===== src/rtl/cart_map_pkg.sv =====
package cart_map_pkg;

  typedef enum logic [1:0] {
    TGT_ROM  = 2'd0,
    TGT_CART = 2'd1,
    TGT_WRAM = 2'd2
  } tgt_e;

  // Load strobes from the write decoder to the register datapath
  typedef struct packed {
    logic [3:0] load;
    logic [7:0] data;
  } regStrobe_t;

endpackage


===== src/rtl/mapper_ctrl.sv =====
module mapper_ctrl
  import cart_map_pkg::*;
(
  input  logic        clk,
  input  logic        rstN,
  input  logic [15:0] cpuAddr,
  input  logic [7:0]  cpuWrData,
  input  logic        cpuWrEn,
  output regStrobe_t  strobe
);

  localparam int NUM_REGS = 4;
  localparam logic [13:0] REG_PAGE = 14'h3FFF;

  logic hitTop;
  assign hitTop = cpuWrEn && (cpuAddr[15:2] == REG_PAGE);

  for (genvar i = 0; i < NUM_REGS; i++) begin : g_load
    assign strobe.load[i] = hitTop && (cpuAddr[1:0] == 2'(i));
  end
  assign strobe.data = cpuWrData;

  AST_ONE_LOAD: assert property (@(posedge clk) disable iff (!rstN)
    $onehot0(strobe.load));
  AST_LOAD_NEEDS_WRITE: assert property (@(posedge clk) disable iff (!rstN)
    (strobe.load != 4'b0) |-> (cpuWrEn && cpuAddr >= 16'hFFFC));

endmodule


===== src/rtl/bank_datapath.sv =====
module bank_datapath
  import cart_map_pkg::*;
#(
  parameter int PAGE_BITS = 8
) (
  input  logic                   clk,
  input  logic                   rstN,
  input  regStrobe_t             strobe,
  input  logic [15:0]            cpuAddr,
  input  logic                   cpuWrEn,
  input  logic [PAGE_BITS:0]     romPages,
  output logic [1:0]             target,
  output logic [PAGE_BITS+13:0]  romAddr,
  output logic [14:0]            cartRamAddr,
  output logic [12:0]            wramAddr,
  output logic                   cartRamWe,
  output logic                   wramWe,
  output logic                   cartRamSeen
);

  localparam int ROM_BITS = PAGE_BITS + 14;
  localparam int SW = ((PAGE_BITS > 8) ? PAGE_BITS : 8) + 2;
  localparam int NUM_WIN = 3;

  logic [4:0] ctrlReg;
  logic [7:0] bankReg [NUM_WIN];
  logic [PAGE_BITS-1:0] winPage [NUM_WIN];
  logic [PAGE_BITS:0] effPages;

  assign effPages = (romPages == '0) ? (PAGE_BITS+1)'(1) : romPages;

  function automatic logic [PAGE_BITS-1:0] mapPage(
    input logic [7:0] raw, input logic [1:0] shift, input logic [PAGE_BITS:0] cnt);
    logic [SW-1:0] p;
    p = SW'(raw) % SW'(cnt);
    if (shift != 2'd0)
      p = (p + SW'({3'd4 - {1'b0, shift}, 3'b000})) % SW'(cnt);
    return PAGE_BITS'(p);
  endfunction

  always_ff @(posedge clk) begin
    if (!rstN) begin
      ctrlReg     <= 5'd0;
      cartRamSeen <= 1'b0;
    end else if (strobe.load[0]) begin
      ctrlReg <= strobe.data[4:0];
      if (strobe.data[3] || strobe.data[4]) cartRamSeen <= 1'b1;
    end
  end

  for (genvar w = 0; w < NUM_WIN; w++) begin : g_win
    always_ff @(posedge clk) begin
      if (!rstN) bankReg[w] <= 8'(w);
      else if (strobe.load[w+1]) bankReg[w] <= strobe.data;
    end
    assign winPage[w] = mapPage(bankReg[w], ctrlReg[1:0], effPages);
  end

  always_comb begin
    target      = TGT_ROM;
    romAddr     = '0;
    cartRamAddr = '0;
    wramAddr    = '0;
    unique case (cpuAddr[15:14])
      2'd0: begin
        if (cpuAddr[13:10] == 4'd0) romAddr = ROM_BITS'(cpuAddr[13:0]);
        else romAddr = {winPage[0], cpuAddr[13:0]};
      end
      2'd1: romAddr = {winPage[1], cpuAddr[13:0]};
      2'd2: begin
        if (ctrlReg[3]) begin
          target      = TGT_CART;
          cartRamAddr = {ctrlReg[2], cpuAddr[13:0]};
        end else begin
          romAddr = {winPage[2], cpuAddr[13:0]};
        end
      end
      default: begin
        if (ctrlReg[4]) begin
          target      = TGT_CART;
          cartRamAddr = {1'b0, cpuAddr[13:0]};
        end else begin
          target   = TGT_WRAM;
          wramAddr = cpuAddr[12:0];
        end
      end
    endcase
  end

  assign cartRamWe = cpuWrEn && (target == TGT_CART);
  assign wramWe    = cpuWrEn && (target == TGT_WRAM);

  AST_ROM_WRITE_DROPPED: assert property (@(posedge clk) disable iff (!rstN)
    (cpuWrEn && cpuAddr[15] == 1'b0) |-> (!cartRamWe && !wramWe));
  AST_FIXED_LOW: assert property (@(posedge clk) disable iff (!rstN)
    (cpuAddr < 16'h0400) |-> (romAddr == ROM_BITS'(cpuAddr) && target == TGT_ROM));
  AST_OVERLAY_HOLDS: assert property (@(posedge clk) disable iff (!rstN)
    (ctrlReg[3] && cpuAddr[15:14] == 2'd2) |-> (target == TGT_CART));
  AST_PAGE_IN_RANGE: assert property (@(posedge clk) disable iff (!rstN)
    (target == TGT_ROM) |-> ((PAGE_BITS+1)'(romAddr[ROM_BITS-1:14]) < effPages));
  AST_SEEN_STICKY: assert property (@(posedge clk) disable iff (!rstN)
    cartRamSeen |=> cartRamSeen);
  AST_ONE_WE: assert property (@(posedge clk) disable iff (!rstN)
    $onehot0({cartRamWe, wramWe}));

endmodule


===== src/rtl/cart_bank_mapper.sv =====
module cart_bank_mapper
  import cart_map_pkg::*;
#(
  parameter int PAGE_BITS = 8
) (
  input  logic                  clk,
  input  logic                  rstN,
  input  logic [15:0]           cpuAddr,
  input  logic [7:0]            cpuWrData,
  input  logic                  cpuWrEn,
  input  logic [PAGE_BITS:0]    romPages,
  output logic [1:0]            target,
  output logic [PAGE_BITS+13:0] romAddr,
  output logic [14:0]           cartRamAddr,
  output logic [12:0]           wramAddr,
  output logic                  cartRamWe,
  output logic                  wramWe,
  output logic                  cartRamSeen
);

  regStrobe_t strobe;

  mapper_ctrl u_ctrl (
    .clk       (clk),
    .rstN      (rstN),
    .cpuAddr   (cpuAddr),
    .cpuWrData (cpuWrData),
    .cpuWrEn   (cpuWrEn),
    .strobe    (strobe)
  );

  bank_datapath #(.PAGE_BITS(PAGE_BITS)) u_dp (
    .clk         (clk),
    .rstN        (rstN),
    .strobe      (strobe),
    .cpuAddr     (cpuAddr),
    .cpuWrEn     (cpuWrEn),
    .romPages    (romPages),
    .target      (target),
    .romAddr     (romAddr),
    .cartRamAddr (cartRamAddr),
    .wramAddr    (wramAddr),
    .cartRamWe   (cartRamWe),
    .wramWe      (wramWe),
    .cartRamSeen (cartRamSeen)
  );

endmodule


===== config.mk =====
export PLATFORM = sky130hd
export DESIGN_NAME = cart_bank_mapper
export DESIGN_NICKNAME = d
export VERILOG_FILES = /design/src/rtl/cart_map_pkg.sv /design/src/rtl/mapper_ctrl.sv /design/src/rtl/bank_datapath.sv /design/src/rtl/cart_bank_mapper.sv
export SDC_FILE = /design/constraint.sdc
export NUM_CORES = 1
export LEC_CHECK = 0
export BUFFER_PORTS_ARGS = -buffer_cell sky130_fd_sc_hd__buf_2
export CORE_MARGIN = 3
export CORE_UTILIZATION = 45
export DETAILED_ROUTE_END_ITERATION = 8
export GPL_TIMING_DRIVEN = 0
export PLACE_DENSITY = 0.74
export SLEW_MARGIN = 15
export SYNTH_ARGS = -nofsm -noshare
export SYNTH_HDL_FRONTEND = slang
export SYNTH_SLANG_ARGS = --single-unit

===== constraint.sdc =====
create_clock -name clk -period 39.8 [get_ports clk]
set_input_delay 3.98 -clock clk [delete_from_list [all_inputs] [get_ports clk]]
set_output_delay 3.98 -clock clk [all_outputs]
set_load 0.01 [all_outputs]

# Yosys cells after proc, flatten, opt, wreduce, memory -nomap -nowiden
# Memories as Yosys holds them, arrays and structs flattened.
# Cells that the tools add are included.
[classes]
add_sub_neg = 4
n_div = 6
n_eq_ne = 8
n_mux = 28
bitwise_logic = 3
n_reduce_logical = 16
[op_table]
columns = ["operator", "count"]
rows = [
  ["22-bit case mux with 3 select lines", 1],
  ["8-bit two-way mux", 6],
  ["22-bit two-way mux", 2],
  ["10-bit by 6-bit adder with 10-bit output", 3],
  ["10-bit by 9-bit remainder unit with 10-bit output", 3],
  ["8-bit by 9-bit remainder unit with 10-bit output", 3],
  ["15-bit case mux with 2 select lines", 1],
  ["13-bit two-way mux", 2],
  ["15-bit two-way mux", 1],
  ["14-bit equality test (second input constant)", 1],
  ["14-bit two-way mux", 1],
  ["1-bit two-way mux", 11],
  ["9-bit logical NOT", 1],
  ["9-bit two-way mux", 1],
  ["2-bit equality test (second input constant)", 4],
  ["1-bit logical AND", 7],
  ["2-bit by 1-bit equality test with 1-bit output (second input constant)", 3],
  ["2-bit logical NOT", 2],
  ["4-bit logical NOT", 1],
  ["2-bit case mux with 2 select lines", 1],
  ["1-bit bitwise OR", 3],
  ["3-bit OR reduction", 1],
  ["3-bit by 2-bit subtractor with 3-bit output (first input constant)", 1],
  ["2-bit two-way mux", 1],
  ["4 further kinds", 4],
]
[word_totals]
register_bits = 6
mem_bits_rw = 24
in_bits = 36
out_inout_bits = 55
mem_count = 1
[mem_list]
columns = ["name", "words", "word_bits", "rd", "rd_ports_with_merged_regs", "wr", "line", "source"]
rows = [
  ["u_dp.bankReg", 3, 8, 3, 0, 3, "bank_datapath.sv:26", "logic [7:0] bankReg [NUM_WIN];"],
]

# Logic depth before layout (Yosys ltp)
[logic_depth]
ltp_word = 8
depth_mapped = 168
depth_no_buf = 160

# Hierarchy
# A second synthesis with hierarchy kept.
[hier_totals]
hier_cells = 2534
hier_area_um2 = 18472.7
[modules_own_cells]
columns = ["module", "n_inst", "cells_each", "area_per_inst_um2"]
rows = [
  ["bank_datapath", 1, 2517, 18337.6],
  ["mapper_ctrl", 1, 17, 135.1],
]

# Worst setup path after synthesis
# OpenSTA, ideal clock, no wires.
[synth_path]
kind = "input port to output port"
start = "input romPages[2]"
end = "output romAddr[16]"
arrival_time_ps = 36438
required_ps = 35820
slack_ps = -618
cell_stages = 148
path_buffers = 4
path_cell_list = "inv_1 -> nand2_1 -> nor2_1 -> or2_2 -> inv_1 -> ha_1 -> o211ai_1 -> nand2b_1 -> nor3b_1 -> or2_2 -> ha_1 -> o211ai_1 -> a21boi_0 -> o21a_4 -> mux2i_1 -> inv_1 -> ha_1 -> or3_1 -> [... 112 more ...] -> nand2_1 -> mux2i_1 -> fa_1 -> a21o_1 -> a21oi_1 -> o21bai_1 -> a21oi_1 -> o21ai_0 -> a21oi_1 -> nor2b_1 -> o21ai_0 -> nand2b_1 -> nor4_1 -> a22oi_2 -> buf_4 -> a2111oi_0 -> a211oi_1 -> o21ai_1"
[synth_between]
elab_chain_cells = 8
elab_cells_between_ends = 17
cone_classes = "add/sub: 3; div: 6; mux: 7; reduce/logical: 1"
[synth_lines]
columns = ["element", "line", "source"]
rows = [
  ["start, declared", "cart_bank_mapper.sv:11", "input logic [PAGE_BITS:0] romPages,"],
  ["9-bit logical NOT", "bank_datapath.sv:30", "assign effPages = (romPages == '0) ? (PAGE_BITS+1)'(1) : romPages;"],
  ["9-bit two-way mux *", "bank_datapath.sv:30", ""],
  ["8-bit by 9-bit remainder unit with 10-bit output", "bank_datapath.sv:35", "p = SW'(raw) % SW'(cnt);"],
  ["10-bit by 6-bit adder with 10-bit output", "bank_datapath.sv:37", "p = (p + SW'({3'd4 - {1'b0, shift}, 3'b000})) % SW'(cnt);"],
  ["10-bit by 9-bit remainder unit with 10-bit output", "bank_datapath.sv:37", ""],
  ["8-bit two-way mux", "bank_datapath.sv:36", "if (shift != 2'd0)"],
  ["22-bit two-way mux, on equally long branches", "bank_datapath.sv:71, bank_datapath.sv:66", ""],
  ["22-bit case mux with 3 select lines *", "bank_datapath.sv:64", "unique case (cpuAddr[15:14])"],
  ["end, declared", "cart_bank_mapper.sv:13", "output logic [PAGE_BITS+13:0] romAddr,"],
]
# Mark *: on every way between the ends. The rest lies on a longest branch, timed or not.

# Worst setup path in the final report
[layout_path]
start = "input romPages[7]"
end = "output romAddr[16]"
# The elaborated chain is that of the path after synthesis.

==> results.sh <==
export IMPL_grt_overflow=0
export IMPL_cp_slowest_cell="or4_4"
export IMPL_wl_um=65900
export IMPL_first_pass_iters=5
export IMPL_chipWidth_um=211
export IMPL_rr_worst_depth=2
export IMPL_cap_viol_max_count=0
export IMPL_p_total_mw=2.10
export IMPL_cpPeakStageDelay_ns=0.55
export IMPL_avgSynthCellArea_um2=7.28
export IMPL_final_setup_viol_count=0
export IMPL_holdPathEnd="u_dp.ctrlReg[2]"
export IMPL_grt_usage_pct=27.0
export IMPL_hold_start="u_dp.ctrlReg[2]"
export IMPL_holdPathStages=2
export IMPL_fp_coreArea_um2=41100
export IMPL_grt_first_pass_wirelength_um=101000
export IMPL_netlist_instances=2589
export IMPL_path_max_fanout=13
export IMPL_fmax_ghz=0.0258
export IMPL_cts_root_buf="clkbuf_16"
export IMPL_outcome="completed"
export IMPL_area_delta_synth_final_pct=24.4
export IMPL_mostFrequentLayoutCells="ha_1, nor2_1, nand2_1, buf_4, o21a_1"
export IMPL_ff_latch_area_um2=841
export IMPL_viasPerCell=6.42
export IMPL_crit_required_ns=35.82
export IMPL_path_common_cell="o21a_1"
export IMPL_setup_tns_ns=0
export IMPL_skew_ns=0
export IMPL_leakagePower_nw=10.5
export IMPL_die_y_um=211
export IMPL_die_area_um2=44400
export IMPL_clk_insertion_delay_late_ns=0.27
export IMPL_clk_pin_slew_ns=0.05
export IMPL_layout_drive_gt1_share_pct=24.3
export IMPL_cts_sinks=30
export IMPL_num_rows=74
export IMPL_htreeDepth=2
export IMPL_tightest_slew_ns=1.28
export IMPL_cp_start_kind="input pin"
export IMPL_crit_arrival_ns=34.81
export IMPL_routabilityCongestion=0.922
export IMPL_hold_path_class="reg2reg"
export IMPL_final_common_cell="ha_1"
export IMPL_drv_slew=0
export IMPL_cts_tree="done"
export IMPL_yosys_cell_types_count=108
export IMPL_async_flop_share_pct=0
export IMPL_final_hold_viol_count=0
export IMPL_grt_antenna_before_repair=1
export IMPL_seq_area_frac_synth_pct=4.46
export IMPL_reg2reg_to="u_dp.ctrlReg[0]"
export IMPL_grt_pass1_vias=20600
export IMPL_timing_slew_headroom_pct=14.3
export IMPL_crit_type="in2out"
export IMPL_grt_max_degree=43
export IMPL_wl_per_cell_um=19.6
export IMPL_multi_input_area_um2=19200
export IMPL_initialDrtViolationCount=1767
export IMPL_io_pins=91
export IMPL_synth_edf_count=24
export IMPL_r2r_slack_ns=38.88
export IMPL_numCtsBuffers=5
export IMPL_nets=3223
export IMPL_antenna_left=0
export IMPL_dp_final_hpwl_um=46900
export IMPL_ir_drop_mv=0.0824
export IMPL_post_route_min_period_ns=38.79
export IMPL_synth_seq_cells=30
export IMPL_fillers=3619
export IMPL_ctsHoldBuffers=0
export IMPL_cts_max_path_buffers=2
export IMPL_reg2reg_from="u_dp.ctrlReg[0]"
export IMPL_ys_flop_type="edfxtp_1"
export IMPL_powerDensity_nw_per_um2=89.6
export IMPL_yosysWarnings=0
export IMPL_vias=21700
export IMPL_final_period_utilization_pct=97.5
export IMPL_port_buffer_count=89
export IMPL_initial_core_util_pct=45.9
export IMPL_drc_errors=0
export IMPL_synthesis_area_um2=18900
export IMPL_setup_worst_path_end_class="output port"
-- synthesized netlist by cell type (34+ instances only) --
cell type | n | share of area, %
a21o_1 | 80 | 3.2
a21oi_1 | 161 | 4.3
and2_1 | 92 | 3.1
clkbuf_1 | 52 | 1.0
ha_1 | 340 | 23
inv_1 | 126 | 2.5
mux2_2 | 58 | 3.5
mux2i_1 | 38 | 2.0
nand2_1 | 201 | 4.0
nor2_1 | 219 | 4.4
nor2b_1 | 34 | 1.1
nor3_1 | 125 | 3.3
o21a_1 | 135 | 5.4
o21ai_0 | 167 | 4.4
o21ai_1 | 34 | 0.90
or3_1 | 50 | 1.7
xnor2_1 | 70 | 3.3
xor2_1 | 56 | 2.6
-- cell families after synthesis --
group	synth area share, %
compound gates	31.9
xor+xnor	6.02
fa+ha+maj	23.5
buf+inv	3.94
flops	4.46
mux	5.54
other cells	0.0199
simple gates	24.6
-- worst max path at each step --
stage,slack (ns),endpoint,start
floorplan,0.0007,romAddr[16],romPages[7]
global placement,-7.38,romAddr[16],romPages[7]
detailed placement,-7.36,romAddr[16],romPages[7]
global route,-0.35,romAddr[18],romPages[7]
CTS,0.05,romAddr[17],romPages[7]
finish,1.01,romAddr[16],romPages[7]
-- power breakdown --
group / leakage [nW] / internal (mW) / switching, mW
Combinational: 10.1 / 0.916 / 1.10
Sequential: 0.277 / 0.0352 / 0.00148
Clock: 0.0915 / 0.0356 / 0.0131
Total: 10.5 / 0.987 / 1.12
-- registers in the layout, summed over array words and instances, names as in the netlist --
name / flops
u_dp.cartRamSeen: 1
u_dp.bankReg: 24
u_dp.ctrlReg: 5
-- area by class of cell --
cell class	count	area share, %
Multi-Input combinational cell	2373	81.6
Buffer	60	1.59
Sequential cell	30	3.58
Antenna cell	1	0.0107
Tap cell	532	2.84
Clock buffer	5	0.533
Clock inverter	3	0.272
Timing Repair inverter	1	0.0213
Timing Repair Buffer	239	7.42
Inverter	128	2.10
-- routing by layer --
| layer | share of wire (%) | global-route usage [%] | routed length, µm |
|---|---|---|---|
| met5 | 0 | 0 | 0 |
| met4 | 5.0 | 13.0 | 3330 |
| met3 | 6.7 | 2.27 | 4430 |
| met2 | 47 | 46.7 | 31000 |
| met1 | 41 | 33.9 | 27100 |
-- per-stage QoR --
stage	instance area, µm²	std cells	setup slack [ns]	hold WS (ns)	util, %
2_1_floorplan	18900	2594	0.000654	0.475	-
3_3_place_gp	20000	3215	-7.38	0.498	48.7
3_5_place_dp	20200	3223	-7.36	0.516	49.1
4_1_cts	21700	3287	0.0482	0.528	52.7
5_1_grt	23500	3372	-0.352	0.532	57.1
6_report	23500	3372	1.01	0.530	57.1
-- what timing repair did --
| item | CTS | global route |
|---|---|---|
| setup buffers | 57 | 83 |
| endpoints found under the setup margin | 8 | 8 |
| resized for setup | 212 | 264 |
| pin swaps | 43 | 118 |
| gates cloned | 1 | 3 |
-- critical path, delay by kind of cell --
kind            cells  cell delay (ns)
buf+inv            14             2.02
xor+xnor            1             0.18
fa+ha+maj          20             5.66
mux                 7             2.09
compound gates     81            15.25
simple gates       31             5.52
Power figures use the tool's default switching activity.
